===== src/rtl/fsr_pkg.sv =====
package fsr_pkg;
  localparam int REG_W = 8;
  localparam int SPARE_IDX = 0;

  // next state of one sticky event bit: a clear wipes the held value,
  // a qualified fault sets it again after the clear
  function automatic logic sticky_next(input logic cur, input logic set,
                                       input logic clr);
    return (cur & ~clr) | set;
  endfunction

  // a fault counts only where its enable bit is 1
  function automatic logic qualify(input logic fault, input logic en);
    return fault & en;
  endfunction
endpackage


===== src/rtl/fsr_mask_reg.sv =====
module fsr_mask_reg #(
  parameter int W = fsr_pkg::REG_W
) (
  input  logic         clk,
  input  logic         por_n,
  input  logic         wr_en,
  input  logic [W-1:0] wr_data,
  output logic [W-1:0] mask
);
  always_ff @(posedge clk or negedge por_n) begin
    if (!por_n)     mask <= '0;
    else if (wr_en) mask <= wr_data;
  end
endmodule


===== src/rtl/fsr_event_bits.sv =====
module fsr_event_bits #(
  parameter int W     = fsr_pkg::REG_W,
  parameter int SPARE = fsr_pkg::SPARE_IDX
) (
  input  logic         clk,
  input  logic         por_n,
  input  logic [W-1:0] set_vec,
  input  logic         clr,
  output logic [W-1:0] evt
);
  for (genvar i = 0; i < W; i++) begin : g_bit
    if (i == SPARE) begin : g_spare
      logic unused_set;
      assign unused_set = set_vec[i];
      assign evt[i] = 1'b0;
    end else begin : g_live
      always_ff @(posedge clk or negedge por_n) begin
        if (!por_n) evt[i] <= 1'b0;
        else        evt[i] <= fsr_pkg::sticky_next(evt[i], set_vec[i], clr);
      end
    end
  end
endmodule


===== src/rtl/fsr_srq_gen.sv =====
module fsr_srq_gen #(
  parameter int W = fsr_pkg::REG_W
) (
  input  logic         clk,
  input  logic         por_n,
  input  logic [W-1:0] evt,
  output logic         srq
);
  always_ff @(posedge clk or negedge por_n) begin
    if (!por_n) srq <= 1'b0;
    else        srq <= |evt;
  end
endmodule


===== src/rtl/fault_srq_regs.sv =====
module fault_srq_regs #(
  parameter int REG_W = fsr_pkg::REG_W
) (
  input  logic             clk,
  input  logic             por_n,
  input  logic [REG_W-2:0] fault_in,
  input  logic             mask_wr,
  input  logic [REG_W-1:0] mask_wdata,
  output logic [REG_W-1:0] mask_rdata,
  input  logic             evt_rd,
  output logic [REG_W-1:0] evt_rdata,
  input  logic             clr_stat,
  output logic             srq
);
  localparam int FAULTS = REG_W - 1;

  logic [REG_W-1:0] mask_q;
  logic [REG_W-1:0] evt_q;
  logic [REG_W-1:0] evt_set;   // qualified faults, bit 0 never driven high
  logic             evt_clr;   // any clearing command this cycle

  fsr_mask_reg #(.W(REG_W)) u_mask (
    .clk     (clk),
    .por_n   (por_n),
    .wr_en   (mask_wr),
    .wr_data (mask_wdata),
    .mask    (mask_q)
  );

  assign evt_set[fsr_pkg::SPARE_IDX] = 1'b0;
  for (genvar k = 0; k < FAULTS; k++) begin : g_qual
    assign evt_set[k+1] = fsr_pkg::qualify(fault_in[k], mask_q[k+1]);
  end

  assign evt_clr = evt_rd | clr_stat;

  fsr_event_bits #(.W(REG_W), .SPARE(fsr_pkg::SPARE_IDX)) u_evt (
    .clk     (clk),
    .por_n   (por_n),
    .set_vec (evt_set),
    .clr     (evt_clr),
    .evt     (evt_q)
  );

  fsr_srq_gen #(.W(REG_W)) u_srq (
    .clk   (clk),
    .por_n (por_n),
    .evt   (evt_q),
    .srq   (srq)
  );

  assign mask_rdata = mask_q;
  assign evt_rdata  = evt_q;
endmodule


===== config.mk =====
export PLATFORM = sky130hd
export DESIGN_NAME = fault_srq_regs
export DESIGN_NICKNAME = d
export VERILOG_FILES = /design/src/rtl/fsr_pkg.sv /design/src/rtl/fsr_mask_reg.sv /design/src/rtl/fsr_event_bits.sv /design/src/rtl/fsr_srq_gen.sv /design/src/rtl/fault_srq_regs.sv
export SDC_FILE = /design/constraint.sdc
export NUM_CORES = 1
export LEC_CHECK = 0
export ABC_CLOCK_PERIOD_IN_PS = 1120
export BUFFER_PORTS_ARGS = -buffer_cell sky130_fd_sc_hd__buf_2
export CELL_PAD_IN_SITES_DETAIL_PLACEMENT = 1
export CELL_PAD_IN_SITES_GLOBAL_PLACEMENT = 2
export CORE_MARGIN = 4
export CORE_UTILIZATION = 25
export CTS_CLUSTER_SIZE = 25
export DETAILED_ROUTE_END_ITERATION = 6
export GPL_TIMING_DRIVEN = 0
export PLACE_DENSITY_LB_ADDON = 0.1
export SETUP_SLACK_MARGIN = 0.05
export SKIP_LAST_GASP = 1
export SLEW_MARGIN = 0
export SYNTH_ARGS = -nofsm -noshare
export SYNTH_HDL_FRONTEND = slang
export SYNTH_HIERARCHICAL = 1
export SYNTH_SLANG_ARGS = --single-unit

===== constraint.sdc =====
create_clock -name clk -period 1.12 [get_ports clk]
set_input_delay 0.056 -clock clk [delete_from_list [all_inputs] [get_ports clk]]
set_output_delay 0.056 -clock clk [all_outputs]
set_load 0.01 [all_outputs]

# --- Word level (Yosys, flattened, before mapping) ---
# Index checks and enable logic that the tools add are counted.
op_classes:
  bitwise_logic: 23
  n_reduce_logical: 1
op_table:
  columns: ["operator", "n"]
  rows:
  - ["$and 1x1->1", 14]
  - ["$or 1x1->1", 8]
  - ["$reduce_or 7->1", 1]
  - ["$not 1->1", 1]
word_totals:
  ff_bits: 16
  input_bits: 20
  out_inout_bits: 17

# --- Depth between registers and ports, before layout ---
# Gate-level depths: netlist of the first run.
logic_depth:
  ltp_word: 4
  ltp_mapped: 3

# --- Hierarchy ---
# The synthesis of the first run kept the hierarchy.
modules_own_cells:
  columns: ["module", "instances", "cells_each", "area_each_um2", "seq_area_each_um2"]
  rows:
  - ["fsr_mask_reg", 1, 17, 331.6, 200.2]
  - ["fsr_event_bits", 1, 17, 242.7, 175.2]
  - ["fault_srq_regs", 1, 9, 53.8, 0.0]
  - ["fsr_srq_gen", 1, 4, 41.3, 25.0]

# --- Least setup slack after synthesis of the first run ---
# No wires, ideal clock.
synth_timing:
  path_type: "reg2reg"
  start: "register u_evt.evt[5]"
  end: "register u_srq.srq"
  setup_ns: 0.129
  t_arrival_ns: 0.732
  required_time_ns: 0.991
  slack_ns: 0.260
  stages_incl_launch_ff: 3
  n_path_buf: 0
  period_less_slack_ns: 0.860
  cell_sequence: "dfrtp_1 > nor4_1 > nand2_1"
synth_via:
  elab_chain_cells: 1
synth_rtl:
  columns: ["item", "line", "text"]
  rows:
  - ["start, declared", "fsr_event_bits.sv:9", "output logic [W-1:0] evt"]
  - ["start signal, assigned by index", "fsr_event_bits.sv:19", "else evt[i] <= fsr_pkg::sticky_next(evt[i], set_vec[i], clr);"]
  - ["$reduce_or 7->1", "fsr_srq_gen.sv:11", "else srq <= |evt;"]
  - ["end signal, assigned", "fsr_srq_gen.sv:11", null]
  - ["end, declared", "fsr_srq_gen.sv:7", "output logic srq"]
# Every way passes these cells.
# A chain may end at the register's enable or synchronous reset.

# --- Worst setup path after layout of the first run ---
# Ends and elaborated chain as after synthesis.

==> results.txt, run 1 <==
- After clock tree synthesis, the clock-pin slew on the worst setup and hold paths is around 0.09 ns.
* Critical Path Fanout Max: 3
* CTS tree: done
- Count of final max-slew check failures: 0
* Mapped Nets: 66
- The finished layout holds roughly 120 standard cells, fillers aside.
* Starting DRC count in detailed routing: 1
- For this run, the post-layout net count is 114.
- After layout, the worst path uses approximately four fifths of the clock period.
- The via count of the first global-routing pass is 534.
- Dividing the detail-routed via count by the number of cells gives 4.195.
- Synthesis handed over a netlist of 46 instances.
- Data on the critical path is required at its endpoint by 1.28 ns.
- Detail Placement HPWL: 1.169 mm
- Placed Instances: 110
* Type of the most critical hold path: in2reg
* F_max: 1099 MHz
- In this run the horizontal extent of the chip is 59.60 um.
- In this run the vertical extent of the chip is 59.60 um.
* Buffer levels on the longest clock path: 2
- The worst setup path is launched from a register.
- Crit path kind: reg2reg
- Total power for the finished layout comes to 0.001309 W.
- IR drop worst, VDD: 0.7172 mV
- For this design, the sink count on the clock tree is 16.
* Pin count of the biggest net entering global routing: 17
- Endpoints failing hold: 0
* FP Rows: 18
- Setup repair after global routing left no endpoint under its margin.
- Fraction of final layout cells sized beyond drive strength 1: 52.69%
* Critical Path Sink Type: register
- Number of antenna violations at the first check in global routing: 0
- Dividing the detail-routed wire length by the instance count gives 12.21 um.
* Clock latency of the later-clocked register in the worst-skew pair: around 0.28 ns
- Max-cap violations in this run came to 0.
- Routed vias: 516
- Final number of setup-violating endpoints: 0
- Total leakage power: roughly 0.56 nW
* Shortest clock period the worst path allows after layout: between 0.9 and 1 ns
- Adding up every negative setup slack in the final design gives 0 ns.
* Power Density: 1309 nW/um2
* Total wire length: 1.502 mm
- The clock arrives with 0.002009 ns of skew.
* H-Tree Depth: 1
* GPL Wtd Cong: approximately 0.64
- The flow ran to the end, and the final reports show no timing, DRC or antenna violations.
* TritonCTS buffer count: 3
* Pre-Repair DR Iteration Count: 2
- The Yosys step of the flow raised 6 warnings.
- The count of nets left with antenna violations once routing finished came out at 0.
- Syn Std Cell Area: ~670 um2
- The repair_antennas step left the layout with diodes totalling 0.
- I/O pin cnt: 37
- Overall die area: around 3600 um2
* Synthesized area per cell: roughly 14 um2
* CTS root buffer: clkbuf_4
* Wire length of the first global-routing pass: 2.325 mm
* Starting density of the core: 26.63%
* Area of the core: 2500 um2
* Buffers on Ports: 34
- DRC Markers: 0
- Congestion Overflow GR: 0
- Arrival time of the worst setup path: 1.07 ns
* Area delta synth->final: 50.19%
- GRT Util Overall: 8.956%
-- worst paths after layout --
path / start / end / slack (ns) / cells after the start
max: u_evt/evt[5]$_DFF_PN0_ / u_srq/srq$_DFF_PN0_ / 0.21 / 2
min: fault_in[5] / u_evt/evt[6]$_DFF_PN0_ / 0.06 / 3
max reg2reg: u_evt/evt[5]$_DFF_PN0_ / u_srq/srq$_DFF_PN0_ / 0.21 / 2
min reg2reg: u_evt/evt[2]$_DFF_PN0_ / u_srq/srq$_DFF_PN0_ / 0.50 / 2
max in group asynchronous: por_n / u_mask/mask[3]$_DFFE_PN0P_ / 0.65 / 2
min in group asynchronous: por_n / u_mask/mask[4]$_DFFE_PN0P_ / 0.21 / 2
-- metrics by stage --
| step | instance area (um2) | utilization, % | hold WS, ns | setup WS [ns] |
|---|---|---|---|---|
| after global placement | 873.3 | 34.93 | -0.005120 | 0.2347 |
| after CTS | 999.7 | 39.99 | 0.05493 | 0.2015 |
| final | 999.7 | 39.99 | 0.06193 | 0.2104 |
| after global routing | 999.7 | 39.99 | 0.04762 | 0.1732 |
| after floorplan | 665.6 | - | -0.2396 | 0.2599 |
| after detailed placement | 873.3 | 34.93 | -0.009671 | 0.2179 |
-- placed cells by master, fill, tap and decap left out --
master and n:
dlygate4sd3_1 9, or2_1 1, buf_6 1, clkbuf_4 3, buf_4 1, and2_1 7, a21o_1 7, nand2_1 1
nor4_1 2, clkbuf_8 1, mux2_4 8, inv_2 1, buf_2 34, conb_1 1, dfrtp_1 16
-- sequential cells by signal, summed over array words and instances, names as in the netlist --
signal and cells:
u_evt/evt 7, u_srq/srq 1, u_mask/mask 8
-- worst max-delay path: stages, from the launching register on --
cell	delay, ns
dfrtp_1	0.40
nor4_1	0.31
nand2_1	0.09
-- what timing repair did --
item	in CTS	in global routing
buffers inserted	0	0
hold endpoints to repair	24	0
resized for setup	0	0
hold buffers	9	0
-- per-layer routing --
metal	vias to the layer above	share of wire (%)	global-route usage (%)
met5	-	0	0
met4	0	0	3.797
met3	0	9.3	2.614
met2	19	50	14.66
met1	250	41	10.90
li1	247	-	-
-- area by class of cell --
cell class	count	area (um2)
Clock buffer	4	36.28
Tap cell	30	37.54
Timing Repair Buffer	43	260.3
Inverter	1	3.754
Buffer	2	18.77
Fill cell	280	1500
Multi-Input combinational cell	27	242.7
Sequential cell	16	400.4
-- power by group --
group / switching [W] / internal [W] / total (W) / leakage (nW)
Clock: 0.000177 / 0.000198 / 0.000374 / 0.0210
Combinational: 0.000104 / 0.000155 / 0.000259 / 0.345
Sequential: 0.0000423 / 0.000633 / 0.000675 / 0.191
Note: power is estimated with default switching activity, not from simulation.
==> run 2: changes to the inputs <==
ABC_CLOCK_PERIOD_IN_PS = 900   (was 1120)
clock period = 0.9 ns   (was 1.12 ns; I/O delays follow)
==> run 2 against run 1 <==
Clock power increased by 22%. The flow now finishes with violations (negative setup slack). Largest cell class unchanged. Largest power group unchanged. Non-clock buffer count increased by 5. Register-to-register slack got worse by 0.25 ns. Sequential share of layout area decreased by 2.0 points. Flip-flop and latch count unchanged.
==> results.txt, run 2 (synthesis results as in run 1) <==
- The run finished, with violations left.
- Failing checks: negative setup slack
* H-Tree Depth: 1 (unchanged)
* Routed vias: 548 (+6.2%)
* Crit path buf inv count: 0 (unchanged)
- The number of pins exceeding their max-slew limit in the final report was 0 (unchanged).
* CTS root buffer: clkbuf_4
- The global-route met3 utilization is 4.357% (+1.7 points).
* Internal power: 0.001260 W (+28%)
- In the final layout, the registers with the most flip-flops are u_mask/mask x8, u_evt/evt x7, u_srq/srq x1.
* Data required time of the critical path: 1.06 ns (-0.22 ns)
* Flip-flop count of the largest register, all copies and words added: 8 (unchanged)
- The worst setup path is of the reg2reg kind.
* Buffer levels on the longest clock path: 2 (unchanged)
- Starting density of the core: 26.63% (unchanged)
- The switching power summed over all nets is 0.0004134 W (+28%).
* Unrepaired setup endpoints after global routing: yes
* Count of antenna-violating nets left after detailed routing: 0 (unchanged)
- Power share of the sequential group: 50.5% (-1.1 points)
* Max-cap viol count: 0 (unchanged)
- The post-detailed-placement half-perimeter wirelength was 1.202 mm (+2.8%).
- The remaining global-route overflow came to 0 (unchanged).
* Switching power share of the total: 24.70% (+0.058 points)
- The peak clock frequency supported by timing is 1070 MHz (-2.7%).
- Pre-Repair DR Iteration Count: 2 (unchanged)
* Cell Count, Final, Fillers Out: 128 (+4.1%)
* Fraction of final layout cells sized beyond drive strength 1: 56.12% (+3.4 points)
- The global-route usage over all layers was 10.29% (+1.3 points).
- FP Rows: 18 (unchanged)
- Startpoint class of the critical path: register
* Crit-path cells: nor4_4, nand2_1
- The met2 layer usage reported by global route is 19.97% (+5.3 points).
* Reg with most FFs: u_mask/mask
- I/O pin cnt: 37 (unchanged)
- Fillcell total: 280 (unchanged)
- The kind of cell with the highest combined delay along the critical path is flip-flops.
- Power Density: 1591 nW/um2 (+22%)
- Total wire length: 1.703 mm (+13%)
- Area delta synth->final: 58.08%
- Worst-case setup margin in the final layout: -0.03467 ns (-0.2451 ns)
- The die span in y is 59.60 um (unchanged).
* Cell type of the slowest stage on the worst timing path: dfrtp_1
- The number of antenna diodes was 0 (unchanged).
* Starting DRC count in detailed routing: 5 (+4)
- The number of buffers created by CTS is 3 (unchanged).
* Type of the most critical hold path: in2reg
- The first-pass GRT wire length came to 2.691 mm (+16%).
- Met1 usage: 10.44% (-0.46 points)
- The final hold violation count came to 0 (unchanged).
- The final estimated routing congestion in global placement came to 0.6297 (-0.93%).
- The count of input and output buffers is 34 (unchanged).
- The worst clock skew came to 0.004787 ns (+0.002779 ns).
- TritonCTS built the clock tree.
- The area of the die was 3552 um2 (unchanged).
- Total leakage power: 0.5848 nW (+5.0%)
- Overall power after layout: 0.001674 W (+28%)
- The top cell types in the final layout, fill and taps aside, are buf_2, dfrtp_1, dlygate4sd3_1, mux2_4.
* Via count of the first global-routing pass: 609 (+14%)
- DRC Markers: 0 (unchanged)
* Portion of the clock cycle consumed by the worst path in the final layout: 103.9% (+23 points)
- The share of total power in combinational logic came to 22.3% (+2.5 points).
- The maximum number of pins on one net before global-route repair was 17 (unchanged).
* Post-DR wirelength/cell: 13.30 um (+9.0%)
- The number of endpoints failing setup at the final stage was 4 (+4).
- The final net count came to 119 (+4.4%).
- The source-to-sink clock delay at the later pin of the worst-skew pair is 0.28 ns (about the same).
* Critical Path Sink Type: register
- IR drop worst, VDD: 0.8561 mV (+19%)
* Number of antenna violations at the first check in global routing: 0 (unchanged)
- Most Crowded Layer GR: met2
- The core footprint is 2500 um2 (unchanged).
- The number of sinks driven by the clock tree was 16 (unchanged).
- Width of the die: 59.60 um (unchanged)
- Arrival time of the worst setup path: 1.10 ns (+0.03 ns)
- Most frequent standard cell in the layout excluding fill and tap cells: buf_2
- Placed Instances: 110 (unchanged)
* Crit path largest cell delay: 0.43 ns (+0.03 ns)
- Routed via count divided by cell count: 4.281 (+2.1%)
- The worst hold margin came to 0.04785 ns (-0.01408 ns).
- Critical Path Fanout Max: 3 (unchanged)
- Clock transition time at the flip-flop clock pins of the worst setup and hold paths: 0.09 ns (about the same)
* Relative contribution of the clock network to total power: 27.2% (-1.4 points)
- The final period demand of the worst path is 0.9347 ns (+0.02509 ns).
-- run 2: cell types whose count changed in the layout (fill, tap and decap cells not counted), sizes merged --
cell and delta:
buf +5
-- run 2: worst register-to-register path, cell delays in order (launching register included) --
cell     delay, ns
dfrtp_1       0.43
nor4_4        0.31
nand2_1       0.08
-- run 2: worst paths after layout --
| kind | start | endpoint | slack, ns | cells past startpoint |
|---|---|---|---|---|
| worst min-delay path | fault_in[2] | u_evt/evt[3]$_DFF_PN0_ | 0.05 | 3 |
| worst max register to register | u_evt/evt[5]$_DFF_PN0_ | u_srq/srq$_DFF_PN0_ | -0.03 | 2 |
| worst max-delay path | u_evt/evt[5]$_DFF_PN0_ | u_srq/srq$_DFF_PN0_ | -0.03 | 2 |
| worst min register to register | u_evt/evt[3]$_DFF_PN0_ | u_srq/srq$_DFF_PN0_ | 0.52 | 2 |
| min in group asynchronous | por_n | u_evt/evt[4]$_DFF_PN0_ | 0.20 | 2 |
| max in group asynchronous | por_n | u_mask/mask[7]$_DFFE_PN0P_ | 0.43 | 2 |
-- run 2: power by group through the flow --
stage	clock [W]	combinational, W	sequential, W
after floorplan	0	0.000127	0.000880
after global placement	0	0.000298	0.000854
after detailed placement	0	0.000303	0.000856
after CTS	0.000486	0.000356	0.000843
after global routing	0.000522	0.000405	0.000858
final	0.000455	0.000373	0.000845
-- run 2: final cells by class --
cell class                      instances  area, um2  area share, %
Buffer                                  2      18.77          1.784
Clock buffer                            4      36.28          3.448
Inverter                                1      3.754         0.3567
Multi-Input combinational cell         27      257.7          24.49
Sequential cell                        16      400.4          38.05
Tap cell                               30      37.54          3.567
Timing Repair Buffer                   48      297.8          28.30
-- run 2: metrics by stage --
step	TNS, ns	util [%]	setup slack, ns	area, um2
floorplan	0	-	0.04688	665.6
global placement	0	34.93	0.01773	873.3
detailed placement	-0.04702	34.93	-0.04702	873.3
CTS	-0.04056	41.14	-0.01802	1028
global route	-0.4897	42.09	-0.09498	1052
finish	-0.07913	42.09	-0.03467	1052
-- run 2: timing repair --
item                       4_1_cts  5_1_grt
setup buffers                    3        2
resized for setup                1        1
pin swaps                        0        1
hold buffers                     9        0
hold endpoints to repair        24        0
setup endpoints to repair       16       18
-- run 2: metal layers --
metal | part of all wire (%) | wire length (um)
met2 | 55 | 939
met4 | 0 | 0
met5 | 0 | 0
met1 | 37 | 638
met3 | 7.4 | 126
==> run 3: changes to the inputs <==
SYNTH_HIERARCHICAL = unset   (was 1)
==> run 3 against run 2 <==
The run now ends clean. Utilization increased by 4.2 points. Sequential share of layout area decreased by 0.40 points. Synthesized cell count decreased by 17%. Wire length decreased by 3.7%. Sequential power about the same. Worst setup slack improved by 0.040 ns. Final cell count decreased by 3.1%. Die area decreased by 5.2%. Critical endpoint is now evt_rdata[7].
==> results.txt, run 3 <==
- Outcome: complete, no violations
* CTS root buffer: clkbuf_4
- Data required time of the critical path: 0.85 ns (-0.21 ns)
- The biggest area contributor in the post-synthesis netlist is dfrtp_1.
- Pin count of the biggest net entering global routing: 17 (unchanged)
- The synthesized area divided by synthesized cell count was 16.46 um2 (+14%).
- The post-detailed-route count of antenna-violating nets is 0 (unchanged).
* Crit-path cells: buf_2
* Routed vias: 525 (-4.2%)
- The final net count came to 118 (-0.84%).
- TritonCTS built the clock tree.
* Critical Path Fanout Max: 3 (unchanged)
* Syn Std Cell Area: 625.6 um2 (-6.0%)
- The area of the die came to 3367 um2 (-5.2%).
- The largest registers in the layout are u_mask.mask x8, u_evt.evt x7, u_srq.srq x1.
- The source-to-sink clock delay at the later pin of the worst-skew pair came to 0.28 ns (about the same).
- Crit path buf inv count: 1 (+1)
- Post-Place Cell Area: 830.8 um2 (-4.9%)
- Number of antenna violations at the first check in global routing: 0 (unchanged)
* F_max: 1118 MHz (+4.5%)
- The most used flip-flop cell after synthesis is dfrtp_1.
* I/O pin cnt: 37 (unchanged)
- Wire length of the first global-routing pass: 2.546 mm (-5.4%)
* Max-cap viol count: 0 (unchanged)
- Reg with most FFs: u_mask.mask
* Area delta synth->final: 70.00%
- In the layout the commonest cells are buf_2, dlygate4sd3_1, dfrtp_1, mux2_4, a22o_1.
* Buffers on Ports: 34 (unchanged)
- Worst-case setup slack after placement: 0.01878 ns (+0.06579 ns)
- The worst path arrival time came to 0.85 ns (-0.25 ns).
- The most common cell in the synthesized netlist is dfrtp_1.
- GPL Wtd Cong: 0.6000 (-4.7%)
- The DRC violation count after routing was 0 (unchanged).
- The post-CTS clock slew at the launch and capture registers of the worst setup and hold paths was 0.09 ns (about the same).
- The critical path is of the reg2out type.
- Post-synth EDFFs: 0
* Die height: 58.03 um (-2.6%)
- Yosys mapped the design onto 10 distinct sky130hd cell types.
- The per-cell via count in the routed design was 4.234 (-1.1%).
- TritonCTS buffer count: 3 (unchanged)
- H-Tree Depth: 1 (unchanged)
* Number of synthesized register bits: 16
- Cell family contributing the most delay on the critical path: flip-flops
- Via count of the first global-routing pass: 570 (-6.4%)
- The post-route cell area came to 1064 um2 (+1.1%).
* Shortest clock period the worst path allows after layout: 0.8945 ns (-0.04014 ns)
- The final hold violation count came to 0 (unchanged).
* Mapped Nets: 58 (-12%)
- Total wire length: 1.640 mm (-3.7%)
- Count of final max-slew check failures: 0 (unchanged)
- Congestion Overflow GR: 0 (unchanged)
* Fillcell total: 253 (-9.6%)
* Crit path largest cell delay: 0.42 ns (about the same)
* Starting DRC count in detailed routing: 3 (-2)
* Area of the core: 2297 um2 (-8.1%)
- Worst clock skew: 0.002125 ns (-0.002662 ns)
* Clock sink total: 16 (unchanged)
* Sequential element share of the synthesized area: 64.00%
- Leading post-synthesis cells by instance count: dfrtp_1, mux2_4, a22o_1
- The chip width is 58.03 um (-2.6%).
* GRT Util Overall: 10.30% (+0.017 points)
* Critical Path Sink Type: output port
- The flip-flop count of the largest register after layout is 8 (unchanged).
* Async set-reset flop share out of synthesis: 100.0%
- Type of the most critical hold path: in2reg
- The number of endpoints failing setup at the final stage came to 0 (-4).
- The maximum buffer depth of the clock tree is 2 (unchanged).
- The power density over the cells is 1502 nW/um2 (-5.6%).
- The setup slack of the critical path after layout was 0.005468 ns (+0.04014 ns).
* Diodes inserted: 0 (unchanged)
- Fraction of final layout cells sized beyond drive strength 1: 56.25% (+0.13 points)
- The initial standard-cell utilization of the core came to 27.23% (+0.61 points).
- The final critical-path share of the clock period is 99.39% (-4.5 points).
- Area contributors post-synth: dfrtp_1, mux2_4, a22o_1
* Unrepaired setup endpoints after global routing: yes
- Cell type of the slowest stage on the worst timing path: dfrtp_1
* Most frequent standard cell in the layout excluding fill and tap cells: buf_2
- The average routed wire per standard cell came to 13.23 um (-0.59%).
* Pre-Repair DR Iteration Count: 2 (unchanged)
- The top cell type by area accounts for ~64% of the synthesized area.
- Warning count from the yosys run: 0 (-6)
- Startpoint class of the critical path: register
- The leakage component of the power came to 0.5457 nW (-6.7%).
- The post-detailed-placement half-perimeter wirelength was 1.143 mm (-4.9%).
* Post-Syn Instances: 38 (-17%)
- The largest voltage drop on the vdd net was 0.5612 mV (-34%).
- The number of cell rows is 17 (-1).
run 3: cell count changes in the layout (fill, tap and decap cells not counted), moves of 7 or more:
cell           previous run  this run
and2_1                    7         0
dlygate4sd3_1             9        16
a22o_1                    0         7
a21o_1                    7         0
run 3: where the power goes:
part,total [W],internal (W),switching (W),leakage [nW]
Clock,0.000370,0.000155,0.000215,0.0138
Combinational,0.000381,0.000242,0.000139,0.341
Sequential,0.000846,0.000790,0.0000566,0.191
Total,0.00160,0.00119,0.000411,0.546
run 3: stage by stage:
| stage | instances | hold WS [ns] | util [%] | total power, W | setup TNS (ns) |
|---|---|---|---|---|---|
| finish | 124 | 0.08922 | 46.30 | 0.001598 | 0 |
| global route | 124 | 0.08165 | 46.30 | 0.001702 | -0.3592 |
| CTS | 122 | 0.07869 | 45.10 | 0.001618 | -0.02472 |
| detailed placement | 100 | -0.01450 | 36.17 | 0.001155 | 0 |
| global placement | 100 | -0.01875 | 36.17 | 0.001150 | 0 |
| floorplan | 38 | -0.2506 | - | 0.001002 | 0 |
run 3: kinds of logic (layout without fill, tap and decap cells):
logic type,after synthesis,count (layout),synth area share (%)
muxes,8,8,19.20
buffers and inverters,2,60,3.000
DFF,16,16,64.00
and+or+nand+nor,4,4,3.400
AOI/OAI and AO/OA,7,7,9.800
other,1,1,0.5994
run 3: final cells by class:
| type | instances | area, um2 | share of cell area (%) |
|---|---|---|---|
| Buffer | 2 | 18.77 | 1.765 |
| Clock buffer | 3 | 22.52 | 2.118 |
| Multi-Input combinational cell | 20 | 212.7 | 20.00 |
| Sequential cell | 16 | 400.4 | 37.65 |
| Tap cell | 28 | 35.03 | 3.294 |
| Timing Repair Buffer | 55 | 374.1 | 35.18 |
run 3: final timing paths:
| path | from | endpoint | slack [ns] | depth (start not counted) |
|---|---|---|---|---|
| max | u_evt.evt[7]$_DFF_PN0_ | evt_rdata[7] | 0.005 | 1 |
| min in group asynchronous | por_n | u_mask.mask[6]$_DFFE_PN0P_ | 0.19 | 2 |
| max in group asynchronous | por_n | u_mask.mask[5]$_DFFE_PN0P_ | 0.45 | 2 |
| min | mask_wr | u_mask.mask[1]$_DFFE_PN0P_ | 0.09 | 2 |
| min reg2reg | u_evt.evt[5]$_DFF_PN0_ | u_srq.srq$_DFF_PN0_ | 0.52 | 2 |
| max reg2reg | u_evt.evt[2]$_DFF_PN0_ | u_srq.srq$_DFF_PN0_ | 0.03 | 2 |
run 3: timing repair:
action                                 4_1_cts  5_1_grt
buffers inserted                             3        2
setup endpoints to repair                   16       17
pin swaps                                    0        2
endpoints found under the hold margin       31        0
hold buffers                                16        0
gates resized for setup                      0        2
run 3: worst register-to-register path, stage by stage (launching register included):
cell     delay, ns
dfrtp_1       0.41
nor4_2        0.27
nand2_1       0.07
run 3: layer usage:
layer,part of all wire (%),global-route usage [%],vias up
met3,7.0,3.118,0
met2,55,17.90,20
met4,0,4.967,0
met1,38,11.37,254
met5,0,0,-
li1,-,-,251
